[src/rtl/csd_pkg.sv]
package csd_pkg;

    // number interpretation selected by the mode input
    typedef enum logic {
        NUM_UNSIGNED = 1'b0,
        NUM_TWOS     = 1'b1
    } num_mode_e;

    // digit pair encoding {sign, data}
    localparam logic [1:0] DIG_ZERO = 2'b00;
    localparam logic [1:0] DIG_POS  = 2'b01;
    localparam logic [1:0] DIG_NEG  = 2'b10;

endpackage

[src/rtl/csd_hk_ripple.sv]
// Plain ripple of the two parallel recurrences over W bits.
// Odd index:  h = x & h_prev, k = x | k_prev
// Even index: h = x | h_prev, k = x & k_prev   (both start from 0)
module csd_hk_ripple #(
    parameter int W = 9
) (
    input  logic [W-1:0] x,
    output logic [W-1:0] h,
    output logic [W-1:0] k
);

    always_comb begin
        logic hp;
        logic kp;
        hp = 1'b0;
        kp = 1'b0;
        for (int i = 0; i < W; i++) begin
            if ((i % 2) == 1) begin
                h[i] = x[i] & hp;
                k[i] = x[i] | kp;
            end else begin
                h[i] = x[i] | hp;
                k[i] = x[i] & kp;
            end
            hp = h[i];
            kp = k[i];
        end
    end

endmodule

[src/rtl/csd_hk_lookahead.sv]
// Grouped form: anchors at indices 2, 6, 10, ... step four bits at a time
// using group generate/propagate terms; the bits between anchors ripple
// locally from the nearest anchor below, so anchors never wait on them.
module csd_hk_lookahead #(
    parameter int W = 9
) (
    input  logic [W-1:0] x,
    output logic [W-1:0] h,
    output logic [W-1:0] k
);

    localparam int FIRST_ANCHOR = 2;
    localparam int GROUP        = 4;

    always_comb begin
        logic hp;
        logic kp;
        logic ha;
        logic ka;
        logic gh;
        logic ph;
        logic gk;
        logic pk;
        // bits below and at the first anchor
        h[0] = x[0];
        k[0] = 1'b0;
        h[1] = x[1] & x[0];
        k[1] = x[1];
        h[2] = x[2] | (x[1] & x[0]);
        k[2] = x[2] & x[1];
        ha = h[2];
        ka = k[2];
        hp = h[2];
        kp = k[2];
        for (int i = FIRST_ANCHOR + 1; i < W; i++) begin
            if (((i - FIRST_ANCHOR) % GROUP) == 0) begin
                gh = x[i] | (x[i-1] & x[i-2]);
                ph = x[i-1] & x[i-3];
                gk = x[i] & (x[i-1] | x[i-2]);
                pk = x[i-1] | x[i-3];
                h[i] = gh | (ph & ha);
                k[i] = gk & (pk | ka);
                ha = h[i];
                ka = k[i];
            end else if ((i % 2) == 1) begin
                h[i] = x[i] & hp;
                k[i] = x[i] | kp;
            end else begin
                h[i] = x[i] | hp;
                k[i] = x[i] & kp;
            end
            hp = h[i];
            kp = k[i];
        end
    end

endmodule

[src/rtl/csd_digit_gen.sv]
// Forms every digit pair from neighbouring recurrence bits.
// carry(m) = h[m] | k[m+1] for odd m, h[m+1] | k[m] for even m.
module csd_digit_gen
    import csd_pkg::*;
#(
    parameter int N = 8
) (
    input  logic [N:0] x,
    input  logic [N:0] h,
    input  logic [N:0] k,
    input  num_mode_e  mode,
    output logic [N:0] s,
    output logic [N:0] d
);

    localparam bit TOP_ODD = ((N - 1) % 2) == 1;

    // only odd h and even k feed carries; the rest are intermediate
    logic hk_sink_unused;
    assign hk_sink_unused = ^{h, k};

    for (genvar i = 0; i < N; i++) begin : g_dig
        logic cin;
        logic nz;
        if (i == 0) begin : g_c0
            assign cin = 1'b0;
        end else if (((i - 1) % 2) == 1) begin : g_codd
            assign cin = h[i-1] | k[i];
        end else begin : g_ceven
            assign cin = h[i] | k[i-1];
        end
        assign nz   = x[i] ^ cin;
        assign d[i] = nz & ~x[i+1];
        assign s[i] = nz &  x[i+1];
    end

    logic c_top;
    if (TOP_ODD) begin : g_top_odd
        assign c_top = h[N-1] | k[N];
    end else begin : g_top_even
        assign c_top = h[N] | k[N-1];
    end

    // extra digit exists only for unsigned words and is never negative
    assign d[N] = (mode == NUM_UNSIGNED) & c_top;
    assign s[N] = 1'b0;

endmodule

[src/rtl/csd_recoder.sv]
module csd_recoder
    import csd_pkg::*;
#(
    parameter int N         = 8,
    parameter bit LOOKAHEAD = 1'b0
) (
    input  logic         clk,
    input  logic         rst_n,
    input  logic [N-1:0] bin_in,
    input  logic         is_signed,
    output logic [N:0]   dig_s,
    output logic [N:0]   dig_d
);

    localparam int W = N + 1;

    if (N < 4) begin : g_bad_width
        $error("csd_recoder: N must be at least 4");
    end
    if (LOOKAHEAD && ((N % 4) != 0)) begin : g_bad_group
        $error("csd_recoder: look-ahead needs N a multiple of 4");
    end

    typedef struct packed {
        logic       mode;
        logic [N:0] s;
        logic [N:0] d;
    } rec_t;

    rec_t st_d;
    rec_t st_q;

    num_mode_e  mode_w;
    logic [N:0] x_ext;
    logic [N:0] h_w;
    logic [N:0] k_w;
    logic [N:0] s_w;
    logic [N:0] d_w;

    assign mode_w = num_mode_e'(is_signed);
    assign x_ext  = {(mode_w == NUM_TWOS) & bin_in[N-1], bin_in};

    if (LOOKAHEAD) begin : g_la
        csd_hk_lookahead #(.W(W)) u_hk (
            .x (x_ext),
            .h (h_w),
            .k (k_w)
        );
    end else begin : g_rip
        csd_hk_ripple #(.W(W)) u_hk (
            .x (x_ext),
            .h (h_w),
            .k (k_w)
        );
    end

    csd_digit_gen #(.N(N)) u_dig (
        .x    (x_ext),
        .h    (h_w),
        .k    (k_w),
        .mode (mode_w),
        .s    (s_w),
        .d    (d_w)
    );

    always_comb begin
        st_d      = st_q;
        st_d.mode = is_signed;
        st_d.s    = s_w;
        st_d.d    = d_w;
    end

    always_ff @(posedge clk or negedge rst_n) begin
        if (!rst_n) begin
            st_q <= '0;
        end else begin
            st_q <= st_d;
        end
    end

    assign dig_s = st_q.s;
    assign dig_d = st_q.d;


    no_pair11_chk: assert property (@(posedge clk) disable iff (!rst_n)
        (dig_s & dig_d) == '0);


    no_adjacent_chk: assert property (@(posedge clk) disable iff (!rst_n)
        (((dig_s | dig_d) & ((dig_s | dig_d) >> 1)) == '0));


    top_nonneg_chk: assert property (@(posedge clk) disable iff (!rst_n)
        !st_q.mode |-> (!dig_s[N] && !dig_s[N-1]));


    signed_top_zero_chk: assert property (@(posedge clk) disable iff (!rst_n)
        st_q.mode |-> (!dig_s[N] && !dig_d[N]));


    digit0_chk: assert property (@(posedge clk) disable iff (!rst_n)
        1'b1 |=> ((dig_d[0] == ($past(bin_in[0]) & ~$past(bin_in[1])))
               && (dig_s[0] == ($past(bin_in[0]) &  $past(bin_in[1])))));


    zero_in_chk: assert property (@(posedge clk) disable iff (!rst_n)
        (bin_in == '0) |=> ((dig_s == '0) && (dig_d == '0)));

endmodule

[config.mk]
export PLATFORM = sky130hd
export DESIGN_NAME = csd_recoder
export DESIGN_NICKNAME = d
export VERILOG_FILES = /design/src/rtl/csd_pkg.sv /design/src/rtl/csd_hk_ripple.sv /design/src/rtl/csd_hk_lookahead.sv /design/src/rtl/csd_digit_gen.sv /design/src/rtl/csd_recoder.sv
export SDC_FILE = /design/constraint.sdc
export NUM_CORES = 1
export LEC_CHECK = 0
export ABC_AREA = 1
export BUFFER_PORTS_ARGS = -buffer_cell sky130_fd_sc_hd__buf_2
export CAP_MARGIN = 20
export CORE_MARGIN = 2
export CORE_UTILIZATION = 48
export CTS_CLUSTER_SIZE = 14
export DETAILED_ROUTE_END_ITERATION = 7
export PLACE_DENSITY = 0.8
export SYNTH_ARGS = -nofsm -noshare
export SYNTH_HDL_FRONTEND = slang
export SYNTH_SLANG_ARGS = --single-unit
[constraint.sdc]
create_clock -name clk -period 0.8 [get_ports clk]
set_input_delay 0.2 -clock clk [delete_from_list [all_inputs] [get_ports clk]]
set_output_delay 0.2 -clock clk [all_outputs]
set_load 0.005 [all_outputs]
* Word-level counts from Yosys, hierarchy flattened *
Index checks and enable logic that the tools add are counted.

word-level totals
  word-level logic and storage cells = 56
  bits in registers = 17
  input bits = 11
  output and inout bits = 18

cells by class
  bitwise logic cells = 54

operators by type and width
  operator           number
  bitwise AND 1 bit  25
  bitwise OR 1 bit   13
  NOT 1 bit          9
  bitwise XOR 1 bit  7

* Longest topological paths before layout *
Gate-level depths: netlist (run 1).

  depth in word-level cells = 10
  mapped depth = 8

* By module *
From an unflattened synthesis (run 1), not the netlist that was laid out.

unflattened totals
  cells, all modules = 111
  area, all modules = 844.6 sq um

modules (own cells, without submodules)
  module         instances  cells an instance  area an instance (sq um)  seq. area each (sq um)
  csd_recoder    1          20                 457.9                     450.4
  csd_digit_gen  1          58                 230.2                     0.0
  csd_hk_ripple  1          33                 156.4                     0.0

* Worst setup path before layout (run 1) *
Ideal clock, no wire load.

  path type = input -> register
  start point = in bin_in[2]
  end point = reg st_q, in the netlist dig_s[6]
  path slack = 0.018 ns
  arrival = 0.668 ns
  setup time = 0.114 ns
  data required time = 0.686 ns
  stages = 8
  cell sequence = inv_1 -> nand2_4 -> nand2_4 -> nand2_4 -> nand2_4 -> nand2_4 -> nand2_2 -> nor2_1

between the ends
  cells in the longest elaborated chain, start to end = 8
  elaborated cells on any way between the ends = 12
  classes of those cells = 12 x bitwise

RTL lines
  what                  RTL line             source
  start, declared       csd_recoder.sv:9     input logic [N-1:0] bin_in,
  bitwise AND 1 bit     csd_hk_ripple.sv:23  k[i] = x[i] & kp;
  bitwise OR 1 bit      csd_hk_ripple.sv:20  k[i] = x[i] | kp;
  bitwise AND 1 bit     csd_hk_ripple.sv:23
  bitwise OR 1 bit      csd_hk_ripple.sv:20
  bitwise AND 1 bit     csd_hk_ripple.sv:23
  bitwise OR 1 bit *    csd_digit_gen.sv:28  assign cin = h[i-1] | k[i];
  bitwise XOR 1 bit *   csd_digit_gen.sv:32  assign nz = x[i] ^ cin;
  bitwise AND 1 bit *   csd_digit_gen.sv:34  assign s[i] = nz & x[i+1];
  named net s_w[6]      csd_recoder.sv:37    logic [N:0] s_w;
  end signal, assigned  csd_recoder.sv:77    st_q <= st_d;
  end, declared         csd_recoder.sv:31    rec_t st_q;

Mark *: on every way through the listed nets, which the timed path passes. The rest lies on a longest branch.

* Worst setup path after layout (run 1) *
  start point = reg st_q, in the netlist dig_d[3]
  end point = out dig_d[3]

RTL lines
  what           RTL line           source
  end, declared  csd_recoder.sv:12  output logic [N:0] dig_d

No word-level cell between the ends.

==> results.md, run 1 <==
* Status: finished with violations
* Failing checks: setup timing
* Dpl ws at -172.6 ps
* Maximum buffer depth of the clock tree at 2
* PwrDens at 1763 nW/um^2
* Crit-path cells: buf_2
* Maximum vdd drop at 875.0 uV
* Post-CTS Setup Inserts at 0
* Vias per cell at 4.424
* Crit path capture type: output pin
* Io pins at 29
* Hold Vio Cnt, Final at 0
* Synth Cell Area at 678.2 um^2
* Fin. max-slew vios at 0
* Yosys cell types at 11
* Post-synth top area cell: dfrtp_1
* Synth warnings at 0
* Share of cells above drive strength 1 at 55.34%
* Layout net count at 115
* Max Fclk at 1010 MHz
* Post-synth top area share at 62.73%
* Hold WC Path Type: in2reg
* Post-synth EDFFs at 0
* Number of global-route vias before repair at 509
* Die height at 41.59 um
* Final TNS setup at -2949 ps
* Setup violators final at 17
* CTS tree: built
* Syn Area/Cell at 11.12 um^2
* Synth cell count leaders: dfrtp_1 (17), a21oi_1 (10), nand2_2 (8)
* Worst path top cell family by delay: flip-flops
* CP startpoint kind: flop
* Synth Instances at 61
* Gr ovfl total at 0
* Initial Utilization at 51.47%
* WS Path Type: reg2out
* CP required at 600 ps
* FFs w/ async S/R, synth at 100.0%
* Critical path depth at 1
* CORE AREA at 1318 um^2
* Largest net degree at the start of global routing at 18
* Synth top area cells: dfrtp_1 (63%), nand2_4 (8.3%), a21oi_1 (7.4%), nand2_2 (7.4%), nor2_1 (3.9%)
* Non-Filler Instances at 118
* Routed Antenna Nets at 0
* TritonRoute pass-1 iters at 5
* First-pass GRT wire length at 2159 um
* Critical Path Slowest Stage Cell: dfrtp_1
* Reg clk slew, reported paths at 100 ps
* Ys flop type: dfrtp_1
* Number of cells after detailed placement at 113
* Crit path DAT at 790 ps
* Post-CTS sizing at 0
* Minimum clock period at 990.3 ps
* CP max stage delay at 380 ps
* Cts bufs inserted at 3
* Drt total wl at 1305 um
* Layout area overhead at 39.11%
* Root buf cell: clkbuf_4
* Final setup margin at -190.3 ps
* PnR Total Power at 1.663 mW
* Lkg Pwr at 0.5705 nW
* Antenna violations before repair at 0
* Final Wtd Congestion at 0.8521
* Initial DRC count at 7
* Htree depth at 1
* Most common cell in the netlist: dfrtp_1
* Syn nets at 72
* Clk sinks at 17
* Die Footprint at 1729 um^2
* Total global-route track usage at 16.68%
* WL/cell at 11.06 um
* Seq/Total Area, Yosys at 62.73%
* Overall die width at 41.59 um
* Period Utilization, post-route at 123.8%
* Worst hold stages at 2
* Hpwl dp at 971.4 um
* Number of placement rows at 13
* Ant. Diodes at 0
* Vias at 522
* Design area at 943.4 um^2
* Fillers at 97
* CP Max Fanout at 1
* Worst Path Buf+Inv at 1
* Seq cells post-synth at 17
* Maxcap violations at 0
* Drt drc at 0
* RSZ-0062 raised after global routing: yes
* PortBufs at 27
* Placed Area at 907.1 um^2
==> path summary, 6_finish.rpt <==
kind / from / to
hold / removal: is_signed / dig_d[8]
max in group asynchronous: rst_n / dig_s[6]
min in group asynchronous: rst_n / dig_d[0]
setup / recovery: dig_d[3] / dig_d[3]
==> cell usage in the layout (no fill, tap or decap), drive strengths merged <==
cell,instances
a21oi,10
buf,38
bufinv,1
clkbuf,4
conb,1
dfrtp,17
dlygate4sd3,1
inv,8
nand2,16
nor2,7
==> registers in the layout, summed over array words and instances, names as in the netlist <==
register	count
dig_d	9
dig_s	8
==> cell type report <==
type / count / area, um^2 / share of cell area, %
Tap cell: 15 / 18.77 / 1.989
Clock buffer: 4 / 26.28 / 2.785
Multi-Input combinational cell: 34 / 197.7 / 20.95
Inverter: 9 / 47.55 / 5.040
Sequential cell: 17 / 425.4 / 45.09
Timing Repair Buffer: 39 / 227.7 / 24.14
==> stage by stage <==
step | utilization [%] | hold WS [ps]
6_report | 71.60 | 61.67
5_1_grt | 71.60 | 60.61
4_1_cts | 71.60 | 62.59
3_5_place_dp | 68.85 | 133.0
3_3_place_gp | 68.85 | 125.1
2_1_floorplan | - | -95.59
==> where the power goes <==
part / internal, mW / switching (mW)
Combinational: 0.142 / 0.151
Clock: 0.194 / 0.258
Sequential: 0.908 / 0.0105
==> routing by layer <==
layer / wire (um) / track usage, % / vias up / part of all wire (%)
met5: 0 / 0 / - / 0
met4: 32 / 9.677 / 0 / 2.5
met3: 63 / 3.043 / 5 / 4.8
met2: 676 / 27.81 / 17 / 52
met1: 533 / 20.06 / 231 / 41
li1: - / - / 269 / -
==> timing repair <==
item,4_1_cts,5_1_grt
endpoints found under the hold margin,17,0
hold buffers,1,0
endpoints found under the setup margin,17,17
==> cell families after synthesis <==
family / after synthesis / share of synthesized area (%)
AO/OA/AOI/OAI: 10 / 7.380
other: 1 / 0.5530
AND/OR/NAND/NOR: 23 / 21.22
flip-flops: 17 / 62.73
buffers and inverters: 10 / 8.119
Note: power is estimated with default switching activity, not from simulation.
==> run 2, diff against run 1 <==
CELL_PAD_IN_SITES_DETAIL_PLACEMENT = 0   (was default)
CELL_PAD_IN_SITES_GLOBAL_PLACEMENT = 2   (was default)
CORE_UTILIZATION = 28   (was 48)
PLACE_DENSITY = default   (was 0.8)
PLACE_DENSITY_LB_ADDON = 0.1   (was default)
TNS_END_PERCENT = 1   (was default)
==> results.md, run 2 (synthesized netlist as in run 1, its figures left out) <==
* CTS tree: built (unchanged)
* Maximum vdd drop at 1064 uV (was 875.0 uV)
* Clk sinks at 17 (unchanged)
* Gr ovfl total at 0 (unchanged)
* Switching Share at 25.97% (was 25.21%)
* Maximum buffer depth of the clock tree at 2 (unchanged)
* Worst Setup SP: dig_d[0] (was dig_d[3])
* Number of cells after detailed placement at 128 (was 113)
* Lkg Pwr at 0.5874 nW (was 0.5705 nW)
* Die Footprint at 2832 um^2 (was 1729 um^2)
* Maxcap violations at 0 (unchanged)
* Final TNS setup at -2978 ps (was -2949 ps)
* Seq pwr share at 54.5% (was 55.2%)
* Worst path top cell family by delay: flip-flops (unchanged)
* Non-Filler Instances at 133 (was 118)
* PnR Total Power at 1.686 mW (was 1.663 mW)
* Period Utilization, post-route at 123.2% (was 123.8%)
* Io pins at 29 (unchanged)
* Final setup margin at -185.6 ps (was -190.3 ps)
* Crit path DAT at 790 ps (about the same)
* PortBufs at 27 (unchanged)
* PwrDens at 1706 nW/um^2 (was 1763 nW/um^2)
* Crit-path cells: buf_2 (unchanged)
* Reg clk slew, reported paths at 100 ps (about the same)
* NetSw at 437.8 uW (was 419.4 uW)
* Fin. max-slew vios at 0 (unchanged)
* CP Max Fanout at 1 (unchanged)
* Ant. Diodes at 0 (unchanged)
* Clk pwr share at 27.5% (was 27.2%)
* Critical Path Slowest Stage Cell: dfrtp_1 (unchanged)
* Setup violators final at 17 (unchanged)
* Cts bufs inserted at 3 (unchanged)
* Register area at 425.4 um^2 (unchanged)
* Share of cells above drive strength 1 at 57.14% (was 55.34%)
* Layout area overhead at 45.76% (was 39.11%)
* Drt drc at 0 (unchanged)
* Initial DRC count at 4 (was 7)
* Vias at 532 (was 522)
* Total global-route track usage at 10.77% (was 16.68%)
* Die height at 53.22 um (was 41.59 um)
* Crit path capture type: output pin (unchanged)
* Number of global-route vias before repair at 482 (was 509)
* CP startpoint kind: flop (unchanged)
* Number of placement rows at 17 (was 13)
* Overall die width at 53.22 um (was 41.59 um)
* Pint at 1.248 mW (was 1.244 mW)
* Worst Path Buf+Inv at 1 (unchanged)
* CP required at 600 ps (about the same)
* Hold_sp: is_signed (unchanged)
* Max Fclk at 1015 MHz (was 1010 MHz)
* Status: finished with violations (unchanged)
* Root buf cell: clkbuf_4 (unchanged)
* Initial Utilization at 30.08% (was 51.47%)
* Largest net degree at the start of global routing at 18 (unchanged)
* Minimum clock period at 985.6 ps (was 990.3 ps)
* Layout net count at 117 (was 115)
* Post-CTS Setup Inserts at 0 (unchanged)
* Routed Antenna Nets at 0 (unchanged)
* Hpwl dp at 1080 um (was 971.4 um)
* Final Wtd Congestion at 0.7599 (was 0.8521)
* Htree depth at 1 (unchanged)
* Drt total wl at 1318 um (was 1305 um)
* Hold Vio Cnt, Final at 0 (unchanged)
* Final Util at 43.84% (was 71.60%)
* First-pass GRT wire length at 2083 um (was 2159 um)
* Fillers at 245 (was 97)
* Max FFs per register at 9 (unchanged)
* Commonest cells after routing, fill and taps aside: buf_2 (27), dfrtp_1 (17), buf_4 (12) (was buf_2 (27), dfrtp_1 (17), buf_4 (11))
* Vias per cell at 4.000 (was 4.424)
* TritonRoute pass-1 iters at 3 (was 5)
* WS Path Type: reg2out (unchanged)
* RSZ-0062 raised after global routing: yes (unchanged)
* CP max stage delay at 380 ps (about the same)
* CORE AREA at 2255 um^2 (was 1318 um^2)
* Failing checks: setup timing (unchanged)
* Most common cell after layout, fill and taps aside: buf_2 (unchanged)
* Post-CTS sizing at 0 (unchanged)
* Antenna violations before repair at 0 (unchanged)
* Comb power frac at 18.0% (was 17.6%)
* Hold WC Path Type: in2reg (unchanged)
* Area of the multi-input gates at 197.7 um^2 (unchanged)
* WL/cell at 9.910 um (was 11.06 um)
## run 2: cell types whose count changed in the layout (fill, tap and decap cells not counted)
| cell | previous run | this run |
|---|---|---|
| buf_12 | 0 | 1 |
| buf_4 | 11 | 12 |
| clkbuf_1 | 1 | 0 |
| clkinv_2 | 0 | 1 |
## run 2: power groups by stage
stage / sequential (mW) / combinational [mW] / clock (mW)
after floorplan: 0.947 / 0.114 / 0
after global placement: 0.935 / 0.309 / 0
after detailed placement: 0.937 / 0.308 / 0
after CTS: 0.920 / 0.312 / 0.500
after global routing: 0.924 / 0.342 / 0.529
final: 0.918 / 0.304 / 0.464
## run 2: final timing paths
check	endpoint	slack, ps	cells after the start
setup / recovery	dig_d[0]	-190	1
hold / removal	dig_d[8]	70	2
max in group asynchronous	dig_d[6]	190	2
min in group asynchronous	dig_d[3]	350	2
## run 2: timing repair
action / 4_1_cts / 5_1_grt
endpoints found under the hold margin: 17 / 0
hold buffers: 1 / 0
setup endpoints to repair: 17 / 17
## run 2: cell type report
| class | count | share of cell area (%) |
|---|---|---|
| clock buffer | 3 | 2.278 |
| clock inverter | 1 | 0.5063 |
| inverter | 9 | 4.810 |
| multi-input combinational | 34 | 20.00 |
| sequential | 17 | 43.04 |
| tap | 28 | 3.544 |
| timing repair buffer | 41 | 25.82 |
## run 2: through the flow
stage | setup WS [ps] | instance area [um^2] | hold slack (ps)
2_1_floorplan | 17.77 | 678.2 | -95.59
3_3_place_gp | -203.3 | 950.9 | 138.0
3_5_place_dp | -184.9 | 950.9 | 145.6
4_1_cts | -213.5 | 988.4 | 56.62
5_1_grt | -242.8 | 988.4 | 61.26
6_report | -185.6 | 988.4 | 70.65
## run 2: metal layers
metal  share of wire, %  track usage (%)  vias up
met5                  0                0        -
met4               0.99            6.410        0
met3                6.7            2.542        2
met2                 50            17.08       15
met1                 42            13.12      244
li1                   -                -      271
==> run 3, diff against run 2 <==
ABC_CLOCK_PERIOD_IN_PS = 800   (was default)
MAX_ROUTING_LAYER = met4   (was default)
==> results.md, run 3 (synthesized netlist as in run 1, its figures left out) <==
* Status: finished with violations (unchanged)
* Failing checks: setup timing (unchanged)
* Io pins at 29 (unchanged)
* Vias per cell at 4.000 (unchanged)
* Minimum clock period at 985.6 ps (about the same)
* Most common cell after layout, fill and taps aside: buf_2 (unchanged)
* CP startpoint kind: flop (unchanged)
* NetSw at 437.8 uW (about the same)
* Number of placement rows at 17 (unchanged)
* Period Utilization, post-route at 123.2% (about the same)
* Final setup margin at -185.6 ps (about the same)
* Setup violators final at 17 (unchanged)
* Number of global-route vias before repair at 481 (was 482)
* Crit path capture type: output pin (unchanged)
* Max Fclk at 1015 MHz (about the same)
* Gr ovfl total at 0 (unchanged)
* Cts bufs inserted at 3 (unchanged)
* Layout net count at 117 (unchanged)
* Worst path top cell family by delay: flip-flops (unchanged)
* Largest net degree at the start of global routing at 18 (unchanged)
* Total global-route track usage at 11.05% (was 10.77%)
* Antenna violations before repair at 0 (unchanged)
* CTS tree: built (unchanged)
* RSZ-0062 raised after global routing: yes (unchanged)
* Crit path DAT at 790 ps (about the same)
* CP Max Fanout at 1 (unchanged)
* CP required at 600 ps (about the same)
* Lkg Pwr at 0.5874 nW (unchanged)
* Layout area overhead at 45.76% (unchanged)
* Fin. max-slew vios at 0 (unchanged)
* Maxcap violations at 0 (unchanged)
* Hpwl dp at 1080 um (unchanged)
* Post-CTS Setup Inserts at 0 (unchanged)
* Overall die width at 53.22 um (unchanged)
* Final Wtd Congestion at 0.7699 (was 0.7599)
* Drt drc at 0 (unchanged)
* Seq pwr share at 54.5% (about the same)
* Die height at 53.22 um (unchanged)
* Maximum vdd drop at 1064 uV (unchanged)
* Vias at 532 (unchanged)
* Commonest cells after routing, fill and taps aside: buf_2 (27), dfrtp_1 (17), buf_4 (12) (unchanged)
* Max FFs per register at 9 (unchanged)
* Pint at 1.248 mW (unchanged)
* WS Path Type: reg2out (unchanged)
* Worst hold stages at 2 (unchanged)
* WL/cell at 9.910 um (unchanged)
* Clk pwr share at 27.5% (about the same)
* Worst Setup SP: dig_d[0] (unchanged)
* Hold_ws at 70.64 ps (was 70.65 ps)
* PwrDens at 1706 nW/um^2 (about the same)
* Crit-path cells: buf_2 (unchanged)
* Initial DRC count at 4 (unchanged)
* Drt total wl at 1318 um (unchanged)
* Worst Path Buf+Inv at 1 (unchanged)
* CP max stage delay at 380 ps (about the same)
* PortBufs at 27 (unchanged)
* Hold_sp: is_signed (unchanged)
* Final Util at 43.84% (unchanged)
* Critical Path Slowest Stage Cell: dfrtp_1 (unchanged)
* Die Footprint at 2832 um^2 (unchanged)
* TritonRoute pass-1 iters at 3 (unchanged)
* Routed Antenna Nets at 0 (unchanged)
* Share of cells above drive strength 1 at 57.14% (unchanged)
* Clk sinks at 17 (unchanged)
* Root buf cell: clkbuf_4 (unchanged)
* First-pass GRT wire length at 2090 um (was 2083 um)
* Initial Utilization at 30.08% (unchanged)
* Hold Vio Cnt, Final at 0 (unchanged)
* Ant. Diodes at 0 (unchanged)
* Maximum buffer depth of the clock tree at 2 (unchanged)
* Switching Share at 25.97% (about the same)
* Reg clk slew, reported paths at 100 ps (about the same)
* CORE AREA at 2255 um^2 (unchanged)
* Comb power frac at 18.0% (about the same)
* Hold WC Path Type: in2reg (unchanged)
* Htree depth at 1 (unchanged)
* Critical path depth at 1 (unchanged)
run 3: cell counts in the layout (fill, tap and decap cells not counted):
No cell type changed its count.
run 3: path summary, 6_finish.rpt:
check,to
max,dig_d[0]
min,dig_d[8]
max in group asynchronous,dig_d[6]
min in group asynchronous,dig_d[3]
run 3: what timing repair did:
action                     CTS  global route
resized for setup            0             0
hold buffers                 1             0
hold endpoints to repair    17             0
setup endpoints to repair   17            17
run 3: layout make-up:
class                      instances  area [um^2]
inverter                           9        47.55
multi-input combinational         34        197.7
clock inverter                     1        5.005
timing repair buffer              41        255.2
clock buffer                       3        22.52
tap                               28        35.03
sequential                        17        425.4
fill                             245         1266
run 3: layer usage:
| metal | track usage [%] | part of all wire (%) | wire length, um |
|---|---|---|---|
| met1 | 13.12 | 42 | 560 |
| met2 | 17.08 | 50 | 657 |
| met3 | 2.542 | 6.7 | 88 |
| met4 | 6.410 | 0.99 | 13 |
| met5 | - | 0 | 0 |
run 3: power by group through the flow:
stage	clock (mW)	sequential (mW)	combinational (mW)
global route	0.529	0.924	0.342
detailed placement	0	0.937	0.308
finish	0.464	0.918	0.304
global placement	0	0.935	0.309
floorplan	0	0.947	0.114
CTS	0.500	0.920	0.312
run 3: metrics by stage:
stage | TNS, ps | worst slack (ps) | cells | instance area [um^2] | power [mW]
2_1_floorplan | 0 | 17.77 | 61 | 678.2 | 1.061
3_3_place_gp | -1674 | -203.3 | 128 | 950.9 | 1.244
3_5_place_dp | -1628 | -184.9 | 128 | 950.9 | 1.246
4_1_cts | -3378 | -213.5 | 133 | 988.4 | 1.732
5_1_grt | -3723 | -242.8 | 133 | 988.4 | 1.795
6_report | -2978 | -185.6 | 133 | 988.4 | 1.686
